**config.mk**
```make
export PLATFORM = sky130hd
export DESIGN_NAME = tdm_rx_framer
export DESIGN_NICKNAME = d
export VERILOG_FILES = /design/src/rtl/tdm_rx_framer.sv
export SDC_FILE = /design/constraint.sdc
export NUM_CORES = 1
export LEC_CHECK = 0
export CAP_MARGIN = 15
export CELL_PAD_IN_SITES_DETAIL_PLACEMENT = 1
export CELL_PAD_IN_SITES_GLOBAL_PLACEMENT = 2
export CORE_MARGIN = 2
export CORE_UTILIZATION = 42
export CTS_CLUSTER_SIZE = 14
export DETAILED_ROUTE_END_ITERATION = 16
export DONT_BUFFER_PORTS = 1
export GPL_TIMING_DRIVEN = 0
export PLACE_DENSITY_LB_ADDON = 0.1
export SLEW_MARGIN = 40
export SYNTH_ARGS = -nofsm -noshare
export SYNTH_HDL_FRONTEND = slang
export SYNTH_SLANG_ARGS = --single-unit
```
**constraint.sdc**
```tcl
create_clock -name clk -period 2.6 [get_ports clk]
set_clock_uncertainty 0.1 [all_clocks]
set_input_delay 0.26 -clock clk [delete_from_list [all_inputs] [get_ports clk]]
set_output_delay 0.26 -clock clk [all_outputs]
set_load 0.005 [all_outputs]
```
**src/rtl/tdm_rx_framer.sv**
```systemverilog
module tdm_rx_framer #(
  parameter int CHAN_W = 5,
  localparam int POS_W = CHAN_W + 4,
  localparam int ADDR_W = CHAN_W + 3
) (
  input  logic              clk,
  input  logic              rst_n,
  input  logic              frame_n,
  input  logic [7:0]        rx_line,
  output logic [POS_W-1:0]  frame_pos,
  output logic              wr_en,
  output logic [ADDR_W-1:0] wr_addr,
  output logic [7:0]        wr_data
);

  localparam int LANES = 8;

  logic [POS_W-1:0]  cnt;
  logic [7:0]        shreg [LANES];
  logic [7:0]        hold  [LANES];
  logic [CHAN_W-1:0] hold_ch;
  logic              valid;

  wire       sample_now = ~cnt[0];
  wire       byte_done  = frame_n && (cnt[3:0] == 4'hE);
  wire [2:0] wsel       = cnt[3:1] + 3'd1;

  always_ff @(posedge clk) begin
    if (!rst_n)        cnt <= '0;
    else if (!frame_n) cnt <= '0;
    else               cnt <= cnt + POS_W'(1);
  end

  always_ff @(posedge clk) begin
    if (!rst_n) begin
      valid   <= 1'b0;
      hold_ch <= '0;
      for (int s = 0; s < LANES; s++) begin
        shreg[s] <= '0;
        hold[s]  <= '0;
      end
    end else begin
      for (int s = 0; s < LANES; s++) begin
        if (sample_now) shreg[s] <= {shreg[s][6:0], rx_line[s]};
        if (byte_done)  hold[s]  <= {shreg[s][6:0], rx_line[s]};
      end
      if (byte_done) begin
        hold_ch <= cnt[POS_W-1:4];
        valid   <= 1'b1;
      end
    end
  end

  assign frame_pos = cnt;
  assign wr_en     = valid & cnt[0];
  assign wr_addr   = {wsel, hold_ch};
  assign wr_data   = hold[wsel];

  p_count_step_r2: assert property (@(posedge clk) disable iff (!rst_n)
    (frame_n && frame_pos != '1) |=> frame_pos == $past(frame_pos) + POS_W'(1));

  p_resync_r3: assert property (@(posedge clk) disable iff (!rst_n)
    !frame_n |=> frame_pos == '0);

  p_half_rate_r7: assert property (@(posedge clk) disable iff (!rst_n)
    wr_en |=> !wr_en);

  p_lane0_chan_r5: assert property (@(posedge clk) disable iff (!rst_n)
    (wr_en && wr_addr[ADDR_W-1:CHAN_W] == 3'd0 && $past(frame_n))
      |-> wr_addr[CHAN_W-1:0] == frame_pos[POS_W-1:4]);

endmodule

```
=== Word level (Yosys, flattened, before mapping) ===
Memories as Yosys holds them, arrays and structs flattened.
Cells that the tools add are included.

* Register bits after elaboration: 15
* Bits in writable memories: 128
* Input bits: 11
* Logic and storage cells: 50
* Memories: 2

{| class="wikitable"
|+ Memories
! memory !! words !! width !! read ports !! clocked after memory_dff !! write ports !! line !! source
|-
| hold || 8 || 8 || 1 || 0 || 8 || 20 || <nowiki>logic [7:0] hold [LANES];</nowiki>
|-
| shreg || 8 || 8 || 8 || 0 || 8 || 19 || <nowiki>logic [7:0] shreg [LANES];</nowiki>
|}

* Add/sub/neg operators: 2
* Equality and inequality tests: 1
* Multiplexer cells: 23
* Bitwise gates (word level): 17
* Reductions and logical operators: 2

{| class="wikitable"
|+ Operators by type and width
! kind !! count
|-
| $mux 8 || 16
|-
| $or 1x1->1 || 16
|-
| $add 9x1->9 const B || 1
|-
| $mux 1 || 7
|-
| $eq 4x4->1 const B || 1
|-
| $add 3x1->3 const B || 1
|-
| $reduce_and 2->1 || 1
|-
| $and 1x1->1 || 1
|-
| $logic_and 1x1->1 || 1
|}

=== Depth between registers and ports, before layout ===
Gate-level depths: netlist of the first run.

* Word-level depth: 6
* Depth in mapped cells: 6

=== Least setup slack after synthesis of the first run ===
Ideal clock, no wire load.

* Kind: register -> register
* Start: register cnt[1], in the netlist frame_pos[1]
* End: memory hold[0][0] (enable)
* Library setup time: 0.418 ns
* Arrival time: 2.151 ns
* Data required time: 2.082 ns
* Path slack: -0.069 ns
* Cell stages (with the launch flop): 5
* Buffers on the path: 0
* Clock period less this slack: 2.669 ns
* Path through: dfxtp_1 -> ha_1 -> nand3_1 -> o21a_1 -> inv_1

{| class="wikitable"
|+ RTL lines
! what !! line !! source
|-
| start: declaration || 18 || <nowiki>logic [POS_W-1:0] cnt;</nowiki>
|-
| start signal: assignment || 31 || <nowiki>else cnt <= cnt + POS_W'(1);</nowiki>
|-
| end: declaration || 20 ||
|}

=== Final worst setup path of the first run ===
* Start: register cnt[1], in the netlist frame_pos[1]
* End: output wr_data[7]

* Longest elaborated chain between the ends: 2

{| class="wikitable"
|+ RTL lines
! what !! line !! source
|-
| $add 3x1->3 || 26 || <nowiki>wire [2:0] wsel = cnt[3:1] + 3'd1;</nowiki>
|-
| net wr_addr[6] || 12 || <nowiki>output logic [ADDR_W-1:0] wr_addr,</nowiki>
|-
| $mem_v2 8x8 || n/a ||
|-
| end: declaration || 13 || <nowiki>output logic [7:0] wr_data</nowiki>
|}

The timed path passes the listed nets, and every way through them passes these cells.

==> metrics.txt, run 1 <==
# TYPE chip_impl_metric gauge
chip_impl_metric{name="final.min_clock_period",unit="ps"} 2541
chip_impl_metric{name="synthToLayoutAreaGrowth",unit="%"} 18.05
chip_impl_info{name="crit_path_end_kind",value="output port"} 1
chip_impl_metric{name="postPlaceCellArea",unit="um2"} 5792
chip_impl_metric{name="synth.ff_latch_count",unit=""} 135
chip_impl_metric{name="route.antenna.remaining_nets",unit=""} 0
chip_impl_metric{name="worst-slew-pin-transition",unit="ps"} 674.5
chip_impl_metric{name="detail_route.wl_per_cell",unit="um"} 19.26
chip_impl_metric{name="fin_tns_setup",unit="ps"} 0
chip_impl_metric{name="post-synth-top-area-fraction",unit="%"} 65.87
chip_impl_info{name="crit_path_end",value="wr_data[7]"} 1
chip_impl_metric{name="setup_viol",unit=""} 0
chip_impl_metric{name="drv.max_cap_violation_count",unit=""} 0
chip_impl_metric{name="dpl.hpwl",unit="um"} 6810
chip_impl_info{name="rsz0062_at_grt",value="yes"} 1
chip_impl_metric{name="nFillCells",unit=""} 1192
chip_impl_metric{name="yosysWarnings",unit=""} 0
chip_impl_info{name="regToRegEndpoint",value="hold[2][3]"} 1
chip_impl_metric{name="final.period_utilization",unit="%"} 97.72
chip_impl_info{name="worstSetupStartpoint",value="frame_pos[1]"} 1
chip_impl_metric{name="worst-r2r-cell-count",unit=""} 7
chip_impl_metric{name="slew_violations",unit=""} 0
chip_impl_metric{name="leakagePower",unit="nW"} 2.420
chip_impl_metric{name="post_synth_num_cell_types",unit=""} 26
chip_impl_metric{name="grt_first_pass_wirelength",unit="um"} 16550
chip_impl_metric{name="postRouteWirelength",unit="um"} 10550
chip_impl_metric{name="final-hold-violation-count",unit=""} 0
chip_impl_metric{name="synth.avg_cell_area",unit="um2"} 16.78
chip_impl_metric{name="start_util",unit="%"} 43.17
chip_impl_metric{name="finalPower",unit="mW"} 4.725
chip_impl_metric{name="multiInputGateArea",unit="um2"} 1465
chip_impl_metric{name="buffer_ports.inserted",unit=""} 0
chip_impl_metric{name="fmax",unit="GHz"} 0.3936
chip_impl_metric{name="num_vias",unit=""} 2702
chip_impl_metric{name="holdWs",unit="ps"} 89.85
chip_impl_metric{name="seqCellArea",unit="um2"} 3911
chip_impl_info{name="sort_of_element_at_the_start_of_the_critical_path",value="flip-flop"} 1
chip_impl_info{name="synth_top_area_cell",value="sky130_fd_sc_hd__edfxtp_1"} 1
chip_impl_info{name="regToRegStartpoint",value="frame_pos[0]"} 1
chip_impl_metric{name="globalRouteOverflowTotal",unit=""} 0
chip_impl_metric{name="grt_start_max_net_pins",unit=""} 36
chip_impl_metric{name="gp_congestion",unit=""} 0.6889
chip_impl_metric{name="place_ws",unit="ps"} 56.29
chip_impl_info{name="cts_root_buf",value="sky130_fd_sc_hd__clkbuf_16"} 1
chip_impl_metric{name="layout-drive-gt1-share",unit="%"} 17.29
chip_impl_metric{name="drt_pre_antenna_iters",unit=""} 4
chip_impl_metric{name="power.ir.vdd_worst",unit="mV"} 0.4899
chip_impl_metric{name="max-clock-path-buffers",unit=""} 2
chip_impl_metric{name="grt_usage",unit="%"} 16.54
chip_impl_metric{name="post-route-drc-count",unit=""} 0
chip_impl_metric{name="setup.reg_to_reg.worst_slack",unit="ps"} 240
chip_impl_info{name="crit_type",value="reg -> out"} 1
chip_impl_info{name="synth_top_cells_by_area",value="sky130_fd_sc_hd__edfxtp_1 66%, sky130_fd_sc_hd__and2_1 12%, sky130_fd_sc_hd__mux4_1 7.7%, sky130_fd_sc_hd__dfxtp_1 5.5%, sky130_fd_sc_hd__mux2_2 1.6%"} 1
chip_impl_metric{name="grt_antenna_before_repair",unit=""} 0
chip_impl_metric{name="routed_via_density",unit=""} 4.931
chip_impl_metric{name="drt-initial-drc-count",unit=""} 185
chip_impl_metric{name="floorplan.rows",unit=""} 41
chip_impl_metric{name="core",unit="um2"} 12670
chip_impl_metric{name="critical_path_required",unit="ps"} 2240
chip_impl_metric{name="horiz_die_dim",unit="um"} 118.1
chip_impl_metric{name="synth_seq_area_share",unit="%"} 71.36
chip_impl_metric{name="final_cell_area",unit="um2"} 6457
chip_impl_metric{name="first_global_vias",unit=""} 2849
chip_impl_metric{name="die-height",unit="um"} 118.1
chip_impl_metric{name="clk_transition_reported_paths",unit="ps"} 50
chip_impl_metric{name="post_synth_inst_count",unit=""} 326
chip_impl_metric{name="max-slew-margin-rel",unit="%"} 55.03
chip_impl_metric{name="fin_ws",unit="ps"} 59.37
chip_impl_info{name="holdCritPathClass",value="in -> reg"} 1
chip_impl_metric{name="cts_buffers",unit=""} 17
chip_impl_metric{name="worstSkewPairLatency",unit="ps"} 420
chip_impl_metric{name="post_synth_instance_area",unit="um2"} 5470
chip_impl_info{name="run_status",value="complete, no violations"} 1
chip_impl_metric{name="top_level_ports",unit=""} 37
chip_impl_metric{name="net_count_reported_at_finish",unit=""} 377
chip_impl_metric{name="h-tree-depth",unit=""} 4
chip_impl_metric{name="critical_path.max_fanout",unit=""} 5
chip_impl_metric{name="antenna_cells",unit=""} 0
chip_impl_info{name="clock_tree_from_tritoncts",value="yes"} 1
chip_impl_metric{name="clock_sink_count",unit=""} 135
chip_impl_metric{name="floorplan.die_area",unit="um2"} 13950
chip_impl_metric{name="total_nets_after_synthesis",unit=""} 340
chip_impl_metric{name="pwr_density_cell",unit="nW/um2"} 731.6
chip_impl_metric{name="cp.arrival",unit="ps"} 2180
## area by class of cell
class / count / area share, %
Sequential cell: 135 / 60.57
Multi-Input combinational cell: 172 / 22.69
Buffer: 15 / 1.608
Tap cell: 172 / 3.333
Clock buffer: 18 / 6.646
Inverter: 4 / 0.2906
Clock inverter: 14 / 1.046
Timing Repair Buffer: 18 / 3.817
## placed cells by master, fill, tap and decap left out, types with 4 or more instances in the layout
master / n
sky130_fd_sc_hd__clkbuf_1: 12
sky130_fd_sc_hd__clkinvlp_4: 4
sky130_fd_sc_hd__nor2_1: 5
sky130_fd_sc_hd__clkbuf_16: 17
sky130_fd_sc_hd__clkinv_1: 8
sky130_fd_sc_hd__and2_1: 108
sky130_fd_sc_hd__mux4_2: 13
sky130_fd_sc_hd__dlygate4sd3_1: 9
sky130_fd_sc_hd__buf_12: 4
sky130_fd_sc_hd__edfxtp_1: 120
sky130_fd_sc_hd__dfxtp_1: 13
sky130_fd_sc_hd__mux2_4: 7
sky130_fd_sc_hd__a22o_1: 5
## metal layers
metal / up-vias / wire length [um] / global-route usage, %
met5: - / 0 / 0
li1: 1261 / - / -
met1: 1381 / 4761 / 21.13
met3: 10 / 542 / 6.734
met2: 50 / 5120 / 25.79
met4: 0 / 130 / 5.196
## state kept, by name (all words and copies together) (netlist names)
name and cells:
frame_pos 9, shreg 56, hold_ch 5, valid 1, hold 64
## cell families after synthesis
kind of cell,Yosys count,share of synthesized area [%]
DFF,135,71.36
adders and majority gates,3,0.6863
muxes,24,9.332
and+or+nand+nor,127,14.04
AOI/OAI and AO/OA,13,1.624
buffers and inverters,19,2.013
xor gates and xnor gates,5,0.9380
## timing repair
action	4_1_cts	5_1_grt
endpoints found under the hold margin	17	0
gates cloned	1	0
hold buffers	9	0
setup endpoints to repair	8	6
pin swaps	2	0
gates resized for setup	24	7
setup buffers	4	0
## worst max-delay path: stages (launching register included)
cell	delay, ps
sky130_fd_sc_hd__dfxtp_4	380
sky130_fd_sc_hd__ha_4	300
sky130_fd_sc_hd__buf_12	130
sky130_fd_sc_hd__buf_4	120
sky130_fd_sc_hd__mux4_1	550
sky130_fd_sc_hd__mux2_4	290
## power breakdown
group          switching [mW]  internal, mW  total [mW]
sequential             0.0341          2.47        2.50
combinational           0.103        0.0908       0.194
clock                   0.850          1.18        2.03
total                   0.987          3.74        4.72
## per-stage QoR
stage | utilization, % | cells
2_1_floorplan | - | 326
3_3_place_gp | 44.90 | 498
3_5_place_dp | 45.71 | 502
4_1_cts | 51.05 | 548
5_1_grt | 50.96 | 548
6_report | 50.96 | 548
## synth_stat cells
library cell,count
sky130_fd_sc_hd__xor2_2,1
sky130_fd_sc_hd__clkbuf_1,11
sky130_fd_sc_hd__ha_1,3
sky130_fd_sc_hd__o21ai_0,3
sky130_fd_sc_hd__nor2_1,5
sky130_fd_sc_hd__and2_1,108
sky130_fd_sc_hd__nand4_1,2
sky130_fd_sc_hd__nor2_2,1
sky130_fd_sc_hd__or3_1,3
sky130_fd_sc_hd__xnor2_1,1
sky130_fd_sc_hd__inv_1,3
sky130_fd_sc_hd__buf_12,1
sky130_fd_sc_hd__a21o_1,1
sky130_fd_sc_hd__nor2b_1,1
sky130_fd_sc_hd__mux4_1,16
sky130_fd_sc_hd__inv_2,1
sky130_fd_sc_hd__o21a_1,1
sky130_fd_sc_hd__xor2_1,3
sky130_fd_sc_hd__mux2_2,8
sky130_fd_sc_hd__edfxtp_1,120
sky130_fd_sc_hd__dfxtp_1,15
sky130_fd_sc_hd__nand3_1,3
sky130_fd_sc_hd__a21oi_1,3
sky130_fd_sc_hd__buf_6,3
sky130_fd_sc_hd__nand2_1,4
sky130_fd_sc_hd__a22o_1,5
## worst min path at each step
| stage | startpoint | end | cells past startpoint |
|---|---|---|---|
| 6_report | rst_n | frame_pos[1] | 2 |
| 5_1_grt | rst_n | frame_pos[1] | 2 |
| 4_1_cts | rst_n | frame_pos[1] | 2 |
| 3_5_place_dp | frame_n | frame_pos[0] | 1 |
| 3_3_place_gp | frame_n | frame_pos[0] | 1 |
| 2_1_floorplan | frame_n | frame_pos[0] | 1 |
(Power assumes the default switching activity.)
==> run 2, diff against run 1 <==
- MAX_ROUTING_LAYER: default -> met4
==> run 2 against run 1 <==
Worst hold slack improved by 4.2 ps. Cell area did not move. Non-clock buffer count did not move. Critical path type unchanged. Critical endpoint unchanged. Largest cell class unchanged. Largest power group unchanged.
==> metrics.txt, run 2 (same netlist as run 1, synthesis figures left out) <==
# TYPE chip_impl_metric gauge
chip_impl_info{name="hp-start",value="rst_n"} 1
chip_impl_metric{name="final.min_clock_period",unit="ps"} 2538
chip_impl_metric{name="clk_transition_reported_paths",unit="ps"} 50
chip_impl_info{name="run_status",value="complete, no violations"} 1
chip_impl_metric{name="max-clock-path-buffers",unit=""} 2
chip_impl_metric{name="finalPower",unit="mW"} 4.722
chip_impl_info{name="critical_path.cell_chain",value="ha_4 -> buf_12 -> buf_4 -> mux4_1 -> mux2_4"} 1
chip_impl_metric{name="worst-slew-pin-transition",unit="ps"} 674.5
chip_impl_info{name="rsz0062_at_grt",value="yes"} 1
chip_impl_info{name="worstSetupStartpoint",value="frame_pos[1]"} 1
chip_impl_metric{name="slew_violations",unit=""} 0
chip_impl_metric{name="horiz_die_dim",unit="um"} 118.1
chip_impl_metric{name="finish.utilization",unit="%"} 50.96
chip_impl_metric{name="antenna_cells",unit=""} 0
chip_impl_metric{name="max-slew-margin-rel",unit="%"} 55.03
chip_impl_metric{name="buffer_ports.inserted",unit=""} 0
chip_impl_metric{name="floorplan.rows",unit=""} 41
chip_impl_metric{name="cp.buffers_inverters",unit=""} 2
chip_impl_metric{name="switching_power",unit="mW"} 0.9837
chip_impl_info{name="crit_type",value="reg -> out"} 1
chip_impl_metric{name="drt-initial-drc-count",unit=""} 193
chip_impl_metric{name="setup_viol",unit=""} 0
chip_impl_metric{name="synthToLayoutAreaGrowth",unit="%"} 18.05
chip_impl_metric{name="cell_internal_pwr",unit="mW"} 3.738
chip_impl_metric{name="detail_route.wl_per_cell",unit="um"} 19.17
chip_impl_metric{name="holdWs",unit="ps"} 94.07
chip_impl_info{name="crit_path_end_kind",value="output port"} 1
chip_impl_info{name="cpLargestDelayFamily",value="multiplexers"} 1
chip_impl_info{name="clock_tree_from_tritoncts",value="yes"} 1
chip_impl_metric{name="grt_usage",unit="%"} 17.05
chip_impl_metric{name="fmax",unit="GHz"} 0.3940
chip_impl_metric{name="power_frac_clock",unit="%"} 42.9
chip_impl_metric{name="start_util",unit="%"} 43.17
chip_impl_metric{name="net_count_reported_at_finish",unit=""} 377
chip_impl_metric{name="power.ir.vdd_worst",unit="mV"} 0.4947
chip_impl_metric{name="nFillCells",unit=""} 1192
chip_impl_metric{name="final_cell_area",unit="um2"} 6457
chip_impl_metric{name="cp.arrival",unit="ps"} 2180
chip_impl_metric{name="clock_sink_count",unit=""} 135
chip_impl_metric{name="routed_via_density",unit=""} 4.916
chip_impl_metric{name="largest_register_ff_count",unit=""} 64
chip_impl_info{name="most-common-layout-cells",value="120 x sky130_fd_sc_hd__edfxtp_1, 108 x sky130_fd_sc_hd__and2_1, 17 x sky130_fd_sc_hd__clkbuf_16"} 1
chip_impl_info{name="critPathSlowestCell",value="sky130_fd_sc_hd__mux4_1"} 1
chip_impl_metric{name="h-tree-depth",unit=""} 4
chip_impl_metric{name="floorplan.die_area",unit="um2"} 13950
chip_impl_metric{name="final.period_utilization",unit="%"} 97.61
chip_impl_metric{name="grt_antenna_before_repair",unit=""} 0
chip_impl_metric{name="drv.max_cap_violation_count",unit=""} 0
chip_impl_metric{name="leakagePower",unit="nW"} 2.420
chip_impl_metric{name="critical_path_required",unit="ps"} 2240
chip_impl_metric{name="final-hold-violation-count",unit=""} 0
chip_impl_metric{name="pwr_density_cell",unit="nW/um2"} 731.2
chip_impl_metric{name="gp_congestion",unit=""} 0.6961
chip_impl_metric{name="cp_slowest_stage_delay",unit="ps"} 550
chip_impl_metric{name="dpl.hpwl",unit="um"} 6810
chip_impl_metric{name="worstSkewPairLatency",unit="ps"} 420
chip_impl_metric{name="critical_path.max_fanout",unit=""} 5
chip_impl_metric{name="die-height",unit="um"} 118.1
chip_impl_metric{name="seq_power_share",unit="%"} 53.0
chip_impl_metric{name="grt_start_max_net_pins",unit=""} 36
chip_impl_metric{name="top_level_ports",unit=""} 37
chip_impl_info{name="cts_root_buf",value="sky130_fd_sc_hd__clkbuf_16"} 1
chip_impl_info{name="registers.top_by_ff_count",value="hold"} 1
chip_impl_metric{name="grt_first_pass_wirelength",unit="um"} 16580
chip_impl_metric{name="comb_power_share",unit="%"} 4.1
chip_impl_metric{name="num_vias",unit=""} 2694
chip_impl_metric{name="postPlaceCellArea",unit="um2"} 5792
chip_impl_metric{name="cts_buffers",unit=""} 17
chip_impl_metric{name="drt_pre_antenna_iters",unit=""} 4
chip_impl_info{name="holdCritPathClass",value="in -> reg"} 1
chip_impl_metric{name="post-route-drc-count",unit=""} 0
chip_impl_info{name="sort_of_element_at_the_start_of_the_critical_path",value="flip-flop"} 1
chip_impl_info{name="regToRegStartpoint",value="frame_pos[0]"} 1
chip_impl_metric{name="layout-drive-gt1-share",unit="%"} 17.29
chip_impl_metric{name="postRouteWirelength",unit="um"} 10510
chip_impl_metric{name="route.antenna.remaining_nets",unit=""} 0
chip_impl_metric{name="first_global_vias",unit=""} 2852
chip_impl_info{name="mostFrequentLayoutCell",value="sky130_fd_sc_hd__edfxtp_1"} 1
chip_impl_metric{name="globalRouteOverflowTotal",unit=""} 0
chip_impl_metric{name="swShare",unit="%"} 20.83
chip_impl_metric{name="core",unit="um2"} 12670
[run 2: per-stage QoR]
step	setup slack [ps]	instances	TNS, ps
2_1_floorplan	147.4	326	0
3_3_place_gp	-1510	498	-126890
3_5_place_dp	56.29	502	0
4_1_cts	-51.43	548	-138.1
5_1_grt	-20.80	548	-36.93
6_report	62.13	548	0
[run 2: final cells by class]
type | count | area, um2 | share of cell area, %
flip-flops and latches | 135 | 3911 | 60.57
multi-input cells | 172 | 1465 | 22.69
clock buffers | 18 | 429.2 | 6.646
repair buffers | 18 | 246.5 | 3.817
well taps | 172 | 215.2 | 3.333
plain buffers | 15 | 103.9 | 1.608
clock inverters | 14 | 67.56 | 1.046
inverters | 4 | 18.77 | 0.2906
[run 2: power groups by stage]
stage	clock network, mW	logic [mW]	registers (mW)
floorplan	0	0.107	2.53
global placement	0	0.151	2.55
detailed placement	0	0.172	2.55
CTS	2.08	0.198	2.50
global route	2.17	0.214	2.51
finish	2.03	0.194	2.50
[run 2: path summary, 6_finish.rpt]
kind,endpoint,slack (ps),cells past startpoint
worst max-delay path,wr_data[7],60,5
worst max register to register,hold[2][3],250,7
worst min-delay path,frame_pos[1],90,2
worst min register to register,valid,340,1
[run 2: timing repair]
action	CTS	global route
pin swaps	2	0
endpoints found under the setup margin	8	6
gates cloned	1	0
hold endpoints to repair	17	0
hold buffers	9	0
setup buffers	4	0
gates resized for setup	24	7
[run 2: per-layer routing]
metal  GRT usage (%)  vias to the layer above  routed length [um]
met3           6.928                       10                 511
met2           25.76                       47                5074
li1                -                     1264                   -
met1           21.10                     1373                4807
met4           5.196                        0                 113
met5               -                        -                   0
